**config.mk**
```make
export PLATFORM = sky130hd
export DESIGN_NAME = hinj_sched_top
export DESIGN_NICKNAME = d
export VERILOG_FILES = /design/src/rtl/hinj_pkg.sv /design/src/rtl/hinj_win_len.sv /design/src/rtl/hinj_cycle_sched.sv /design/src/rtl/hinj_serial_div.sv /design/src/rtl/hinj_droop_amp.sv /design/src/rtl/hinj_ref_gen.sv /design/src/rtl/hinj_sched_top.sv
export SDC_FILE = /design/constraint.sdc
export NUM_CORES = 2
export LEC_CHECK = 0
export ABC_AREA = 0
export CORE_MARGIN = 2
export CORE_UTILIZATION = 40
export CTS_CLUSTER_SIZE = 8
export DETAILED_ROUTE_END_ITERATION = 8
export PLACE_DENSITY = 0.65
export SYNTH_ARGS = -nofsm -noshare
export SYNTH_HDL_FRONTEND = slang
export SYNTH_HIERARCHICAL = 1
export SYNTH_SLANG_ARGS = --single-unit
```
**constraint.sdc**
```tcl
create_clock -name clk -period 95.1 [get_ports clk]
set_clock_uncertainty 0.1 [all_clocks]
set_input_delay 14.265 -clock clk [delete_from_list [all_inputs] [get_ports clk]]
set_output_delay 14.265 -clock clk [all_outputs]
set_load 0.01 [all_outputs]
```
**src/rtl/hinj_pkg.sv**
```systemverilog
package hinj_pkg;
  typedef enum logic [0:0] {
    DV_LOAD = 1'b0,
    DV_RUN  = 1'b1
  } div_state_e;
endpackage

```
**src/rtl/hinj_win_len.sv**
```systemverilog
module hinj_win_len #(
  parameter int CYC_W = 8,
  parameter int N_W   = 5
) (
  input  logic [CYC_W-1:0] period,
  input  logic [N_W-1:0]   inv_count,
  input  logic [N_W-1:0]   overlap,
  output logic [CYC_W-1:0] per_eff,
  output logic [CYC_W-1:0] tcc
);
  localparam int PROD_W = CYC_W + N_W;

  logic [N_W-1:0]    lm1;
  logic [PROD_W-1:0] prod, den, quo;
  logic [PROD_W:0]   cand;

  always_comb begin
    per_eff = (period == '0) ? CYC_W'(1) : period;
    lm1     = (overlap == '0) ? '0 : overlap - N_W'(1);
    prod    = PROD_W'(per_eff) * PROD_W'(lm1);
    den     = (inv_count == '0) ? PROD_W'(1) : PROD_W'(inv_count);
    quo     = prod / den;
    cand    = (PROD_W+1)'(quo) + (PROD_W+1)'(1);
    if (inv_count == '0)
      tcc = per_eff;
    else if (cand > (PROD_W+1)'(per_eff))
      tcc = per_eff;
    else
      tcc = cand[CYC_W-1:0];
  end
endmodule

```
**src/rtl/hinj_cycle_sched.sv**
```systemverilog
module hinj_cycle_sched #(
  parameter int CYC_W = 8
) (
  input  logic             clk,
  input  logic             rst_n,
  input  logic             zc,
  input  logic [CYC_W-1:0] per_new,
  input  logic [CYC_W-1:0] tcc_new,
  output logic             period_start,
  output logic             started,
  output logic [CYC_W-1:0] idx,
  output logic [CYC_W-1:0] per_cur,
  output logic             active
);
  logic [CYC_W-1:0] idx_q, per_q, tcc_q;
  logic             run_q;

  assign period_start = zc && (!run_q || (idx_q == per_q - CYC_W'(1)));

  always_ff @(posedge clk) begin
    if (!rst_n) begin
      run_q <= 1'b0;
      idx_q <= '0;
      per_q <= CYC_W'(1);
      tcc_q <= CYC_W'(1);
    end else if (zc) begin
      if (period_start) begin
        run_q <= 1'b1;
        idx_q <= '0;
        per_q <= per_new;
        tcc_q <= tcc_new;
      end else begin
        idx_q <= idx_q + CYC_W'(1);
      end
    end
  end

  assign started = run_q;
  assign idx     = idx_q;
  assign per_cur = per_q;
  assign active  = run_q && (idx_q < tcc_q);
endmodule

```
**src/rtl/hinj_serial_div.sv**
```systemverilog
module hinj_serial_div
  import hinj_pkg::*;
#(
  parameter int NUM_W = 32,
  parameter int DEN_W = 16
) (
  input  logic             clk,
  input  logic             rst_n,
  input  logic [NUM_W-1:0] num,
  input  logic [DEN_W-1:0] den,
  input  logic             tag_in,
  output logic [NUM_W-1:0] quo,
  output logic             tag_out
);
  localparam int CNT_W = $clog2(NUM_W + 1);

  div_state_e       st_q;
  logic [NUM_W-1:0] sh_q;
  logic [DEN_W-1:0] rem_q, den_q;
  logic [CNT_W-1:0] cnt_q;
  logic             tag_q;
  logic [DEN_W:0]   trial, rem_nx;
  logic             ge;

  always_comb begin
    trial  = {rem_q, sh_q[NUM_W-1]};
    ge     = (trial >= {1'b0, den_q});
    rem_nx = ge ? (trial - {1'b0, den_q}) : trial;
  end

  always_ff @(posedge clk) begin
    if (!rst_n) begin
      st_q    <= DV_LOAD;
      sh_q    <= '0;
      rem_q   <= '0;
      den_q   <= '0;
      cnt_q   <= '0;
      tag_q   <= 1'b0;
      quo     <= '0;
      tag_out <= 1'b0;
    end else if (st_q == DV_LOAD) begin
      sh_q  <= num;
      rem_q <= '0;
      den_q <= den;
      tag_q <= tag_in;
      cnt_q <= '0;
      st_q  <= DV_RUN;
    end else begin
      sh_q  <= {sh_q[NUM_W-2:0], ge};
      rem_q <= rem_nx[DEN_W-1:0];
      cnt_q <= cnt_q + CNT_W'(1);
      if (cnt_q == CNT_W'(NUM_W - 1)) begin
        quo     <= {sh_q[NUM_W-2:0], ge};
        tag_out <= tag_q;
        st_q    <= DV_LOAD;
      end
    end
  end
endmodule

```
**src/rtl/hinj_droop_amp.sv**
```systemverilog
module hinj_droop_amp #(
  parameter int COEF_W = 16,
  parameter int PWR_W  = 16
) (
  input  logic              clk,
  input  logic              rst_n,
  input  logic              latch,
  input  logic              droop_en,
  input  logic [COEF_W-1:0] k_rated,
  input  logic [PWR_W-1:0]  p_nom,
  input  logic [PWR_W-1:0]  p_floor,
  input  logic [COEF_W-1:0] coef_max,
  input  logic [PWR_W-1:0]  p_meas,
  output logic [COEF_W-1:0] coef
);
  localparam int Q_W = COEF_W + PWR_W;

  logic [Q_W-1:0]    num, quo;
  logic              low_pwr, low_q;
  logic [COEF_W-1:0] coef_nx;

  assign num     = Q_W'(k_rated) * Q_W'(p_nom);
  assign low_pwr = (p_meas == '0) || (p_meas < p_floor);

  hinj_serial_div #(.NUM_W(Q_W), .DEN_W(PWR_W)) u_div (
    .clk     (clk),
    .rst_n   (rst_n),
    .num     (num),
    .den     (p_meas),
    .tag_in  (low_pwr),
    .quo     (quo),
    .tag_out (low_q)
  );

  always_comb begin
    if (!droop_en)
      coef_nx = k_rated;
    else if (low_q || (quo > Q_W'(coef_max)))
      coef_nx = coef_max;
    else
      coef_nx = quo[COEF_W-1:0];
  end

  always_ff @(posedge clk) begin
    if (!rst_n)
      coef <= '0;
    else if (latch)
      coef <= coef_nx;
  end
endmodule

```
**src/rtl/hinj_ref_gen.sv**
```systemverilog
module hinj_ref_gen #(
  parameter int PH_W  = 16,
  parameter int SIN_W = 12
) (
  input  logic             clk,
  input  logic             rst_n,
  input  logic             zc,
  input  logic             tick,
  input  logic [PH_W-1:0]  step,
  output logic [SIN_W-1:0] ref_o
);
  localparam int HALF_W = PH_W - 1;
  localparam int MAG_W  = SIN_W - 1;
  localparam int PRD_W  = 2 * HALF_W + 1;
  localparam int SHIFT  = 2 * PH_W - 4 - MAG_W;
  localparam logic [HALF_W:0]  HALF_ONE = {1'b1, {HALF_W{1'b0}}};
  localparam logic [PRD_W-1:0] MAG_MAX  = PRD_W'((1 << MAG_W) - 1);

  logic [PH_W-1:0]   phase_q;
  logic [HALF_W-1:0] x;
  logic [HALF_W:0]   y;
  logic [PRD_W-1:0]  prod, mag_full;
  logic [MAG_W-1:0]  mag;
  logic [SIN_W-1:0]  mag_s, ref_d;

  always_comb begin
    x        = phase_q[HALF_W-1:0];
    y        = HALF_ONE - {1'b0, x};
    prod     = PRD_W'(x) * PRD_W'(y);
    mag_full = prod >> SHIFT;
    mag      = (mag_full > MAG_MAX) ? {MAG_W{1'b1}} : mag_full[MAG_W-1:0];
    mag_s    = {1'b0, mag};
    ref_d    = phase_q[PH_W-1] ? (~mag_s + SIN_W'(1)) : mag_s;
  end

  always_ff @(posedge clk) begin
    if (!rst_n) begin
      phase_q <= '0;
      ref_o   <= '0;
    end else begin
      if (zc)
        phase_q <= '0;
      else if (tick)
        phase_q <= phase_q + step;
      ref_o <= ref_d;
    end
  end
endmodule

```
**src/rtl/hinj_sched_top.sv**
```systemverilog
module hinj_sched_top #(
  parameter int CYC_W  = 8,
  parameter int N_W    = 5,
  parameter int COEF_W = 16,
  parameter int PWR_W  = 16,
  parameter int PH_W   = 16,
  parameter int SIN_W  = 12
) (
  input  logic              clk,
  input  logic              rst_n,
  input  logic              zc_pulse,
  input  logic              smp_tick,
  input  logic [CYC_W-1:0]  cfg_period,
  input  logic [N_W-1:0]    cfg_inv_count,
  input  logic [N_W-1:0]    cfg_overlap,
  input  logic              cfg_droop_en,
  input  logic [COEF_W-1:0] cfg_k_rated,
  input  logic [PWR_W-1:0]  cfg_p_nom,
  input  logic [PWR_W-1:0]  cfg_p_floor,
  input  logic [COEF_W-1:0] cfg_coef_max,
  input  logic [PWR_W-1:0]  p_meas,
  input  logic [PH_W-1:0]   ref_step,
  output logic              inj_active,
  output logic [CYC_W-1:0]  win_idx,
  output logic [COEF_W-1:0] coef_out,
  output logic [SIN_W-1:0]  ref_out
);
  logic [CYC_W-1:0] per_new, tcc_new, sched_per;
  logic             period_start, sched_started;

  hinj_win_len #(.CYC_W(CYC_W), .N_W(N_W)) u_len (
    .period    (cfg_period),
    .inv_count (cfg_inv_count),
    .overlap   (cfg_overlap),
    .per_eff   (per_new),
    .tcc       (tcc_new)
  );

  hinj_cycle_sched #(.CYC_W(CYC_W)) u_sched (
    .clk          (clk),
    .rst_n        (rst_n),
    .zc           (zc_pulse),
    .per_new      (per_new),
    .tcc_new      (tcc_new),
    .period_start (period_start),
    .started      (sched_started),
    .idx          (win_idx),
    .per_cur      (sched_per),
    .active       (inj_active)
  );

  hinj_droop_amp #(.COEF_W(COEF_W), .PWR_W(PWR_W)) u_amp (
    .clk      (clk),
    .rst_n    (rst_n),
    .latch    (period_start),
    .droop_en (cfg_droop_en),
    .k_rated  (cfg_k_rated),
    .p_nom    (cfg_p_nom),
    .p_floor  (cfg_p_floor),
    .coef_max (cfg_coef_max),
    .p_meas   (p_meas),
    .coef     (coef_out)
  );

  hinj_ref_gen #(.PH_W(PH_W), .SIN_W(SIN_W)) u_ref (
    .clk   (clk),
    .rst_n (rst_n),
    .zc    (zc_pulse),
    .tick  (smp_tick),
    .step  (ref_step),
    .ref_o (ref_out)
  );
endmodule

```
==> results.json <==
{
  "status": "finished clean",
  "start_util_pct": 40.4,
  "clk_pin_slew_worst_paths_ps": 70,
  "crit_start": "cfg_overlap[0]",
  "ys.flop_type": "dfxtp_1",
  "post-dp-hpwl_um": 65000,
  "globalRouteTotalUtil_pct": 20.6,
  "drt_pass1_iterations": 5,
  "clk-insertion-delay-late_ps": 470,
  "numCtsBuffers": 17,
  "die_h_um": 286,
  "holdBufCountCts": 0,
  "r2r_setup_slack_ps": 84850,
  "final_core_util_pct": 44.1,
  "crit_type": "in2reg",
  "via_count": 26000,
  "cts.sinks": 174,
  "die-area_mm2": 0.0818,
  "crit_arrival_ps": 46470,
  "clockBufferDepth": 2,
  "relSlewSlack_pct": 16.8,
  "endpoint_kind": "register",
  "yosysTopAreaCell": "fa_1",
  "diodes": 0,
  "fillers": 7892,
  "layout.cells.non_filler": 4924,
  "synth_edf_count": 0,
  "grt_max_degree": 68,
  "core_mm2": 0.0789,
  "maxCapViolCount": 0,
  "cpMostUsedCell": "ha_1",
  "cts_resized": 0,
  "yosys.cell_types.count": 121,
  "hold_viol": 0,
  "yosysWarnings": 6,
  "stdcell_area_mm2": 0.0348,
  "die_w_um": 286,
  "critPathRequiredTime_ps": 95350,
  "final_common_cell": "inv_1",
  "synth-async-reset-ratio_pct": 0,
  "syn_inst": 3805,
  "rr_endpoint": "u_ref/ref_o[7]",
  "netlist_area_mm2": 0.0318,
  "slowest_stage": "a31oi_1",
  "syn_to_final_growth_pct": 9.32,
  "cts_tree": "yes",
  "endpoint": "u_sched/tcc_q[1]",
  "finalSetupTns_ps": 0,
  "grt_pass1_vias": 26300,
  "tightest_slew_ps": 1240,
  "place_area_mm2": 0.0342,
  "io_buffers": 155,
  "setup_viol": 0,
  "ys_seq_area_share_pct": 10.9,
  "grt.overflow.total": 0,
  "fmax_mhz": 21.6,
  "cpPeakStageDelay_ps": 820,
  "cts_root_buffer": "clkbuf_16",
  "cp_max_fo": 12,
  "period_needed_ps": 46210,
  "syn_area_per_cell_um2": 8.36,
  "yosys.area.top_type_share_pct": 24.7,
  "layout.cells.most_common_list": "inv_1 (555), nand2_1 (402), fa_1 (392)",
  "hp-start": "u_amp/u_div/cnt_q[0]",
  "ff2ff_path_depth": 29,
  "wire_per_inst_um": 16.7,
  "postRouteAntennaNets": 0,
  "nNetsFinal": 4745,
  "place_inst": 4892,
  "vias_per_cell": 5.28,
  "drv_slew": 0,
  "wl_um": 82100,
  "yosys-top-cells-area": "fa_1 (25%), ha_1 (15%), dfxtp_1 (11%)",
  "hold_class": "reg2reg",
  "drc": 0,
  "grt_pass1_wl_um": 137000,
  "io-pin-count": 156,
  "fin_crit_sh_pct": 48.6,
  "cts-htree-levels": 4,
  "drive_above_1_share_pct": 3.77,
  "worstReg2RegStart": "u_ref/phase_q[1]",
  "post_cts_buffers": 0,
  "start_kind": "input pin",
  "antenna_found_initial": 0,
  "gp_congestion": 0.879,
  "fp-row-count": 103,
  "ys_ff_latch": 174,
  "drtIter0Drc": 1624,
  "grt_setup_unrepaired": "false"
}
synthesized netlist by cell type, types with 38 or more instances:
cell / number
and2_1: 159
nor2b_1: 113
nand2b_1: 126
a21oi_1: 163
fa_1: 392
xnor2_1: 73
dfxtp_1: 174
o21ai_0: 91
nand3_1: 52
nor2_1: 238
a21o_1: 49
o21a_1: 38
inv_1: 556
clkbuf_1: 115
nand2_1: 402
ha_1: 373
mux2i_1: 103
nor3_1: 73
logic make-up (layout without fill, tap and decap cells):
family | Yosys count | after routing | share of synthesized area [%]
AND/OR/NAND/NOR | 1331 | 1331 | 21.2
adder cells (fa/ha/maj) | 767 | 767 | 39.4
buffers and inverters | 705 | 761 | 8.59
AO/OA/AOI/OAI | 599 | 599 | 13.0
flip-flops | 174 | 174 | 10.9
multiplexers | 117 | 117 | 3.77
XOR/XNOR | 110 | 110 | 3.03
other | 2 | 15 | 0.0236
area by class of cell:
cell class | count | area, µm² | share of cell area, %
inverter | 559 | 2100 | 6.03
clock buffer | 21 | 482 | 1.38
tap | 1050 | 1310 | 3.78
sequential | 174 | 3490 | 10.0
timing repair buffer | 170 | 1650 | 4.75
multi-input combinational | 2939 | 25700 | 73.8
clock inverter | 11 | 95.1 | 0.273
stage by stage:
stage	setup WS [ps]	hold WS, ps
6_report	48890	348
5_1_grt	46040	359
4_1_cts	49400	349
3_5_place_dp	49040	339
3_3_place_gp	49790	331
2_1_floorplan	54360	318
flip-flops by register name, indices dropped and copies added (netlist names):
signal	flops
u_amp/u_div/tag_out	1
u_ref/phase_q	16
u_sched/idx	8
u_amp/u_div/rem_q	16
u_amp/u_div/cnt_q	6
u_sched/started	1
u_amp/coef	16
u_amp/u_div/sh_q	32
u_ref/ref_o	12
u_amp/u_div/st_q	1
u_sched/tcc_q	8
u_amp/u_div/tag_q	1
u_amp/u_div/quo	32
u_sched/per_cur	8
u_amp/u_div/den_q	16
layer usage:
metal	track usage (%)	wire (µm)	part of all wire, %
met5	0	0	0
met3	1.80	2750	3.3
met1	27.7	37300	45
met2	35.3	40100	49
met4	5.77	1970	2.4
how the worst min path moves through the flow:
stage,endpoint,slack (ps),cells after the start
global placement,u_amp/u_div/cnt_q[0],330,1
finish,u_amp/u_div/cnt_q[0],350,1
CTS,u_amp/u_div/cnt_q[0],350,1
floorplan,u_amp/u_div/cnt_q[0],320,1
detailed placement,u_amp/u_div/cnt_q[0],340,1
global route,u_amp/u_div/cnt_q[0],360,1
critical path: cells and delay by family:
| kind | cells | cell delay, ps |
|---|---|---|
| buffers and inverters | 6 | 1560 |
| xor gates and xnor gates | 1 | 140 |
| and+or+nand+nor | 41 | 8230 |
| AOI/OAI and AO/OA | 58 | 12940 |
| muxes | 8 | 2510 |
| adders and majority gates | 20 | 6760 |
Power is not shown: default switching activity piles up to over one toggle a cycle in this logic, so the estimate is an artifact.
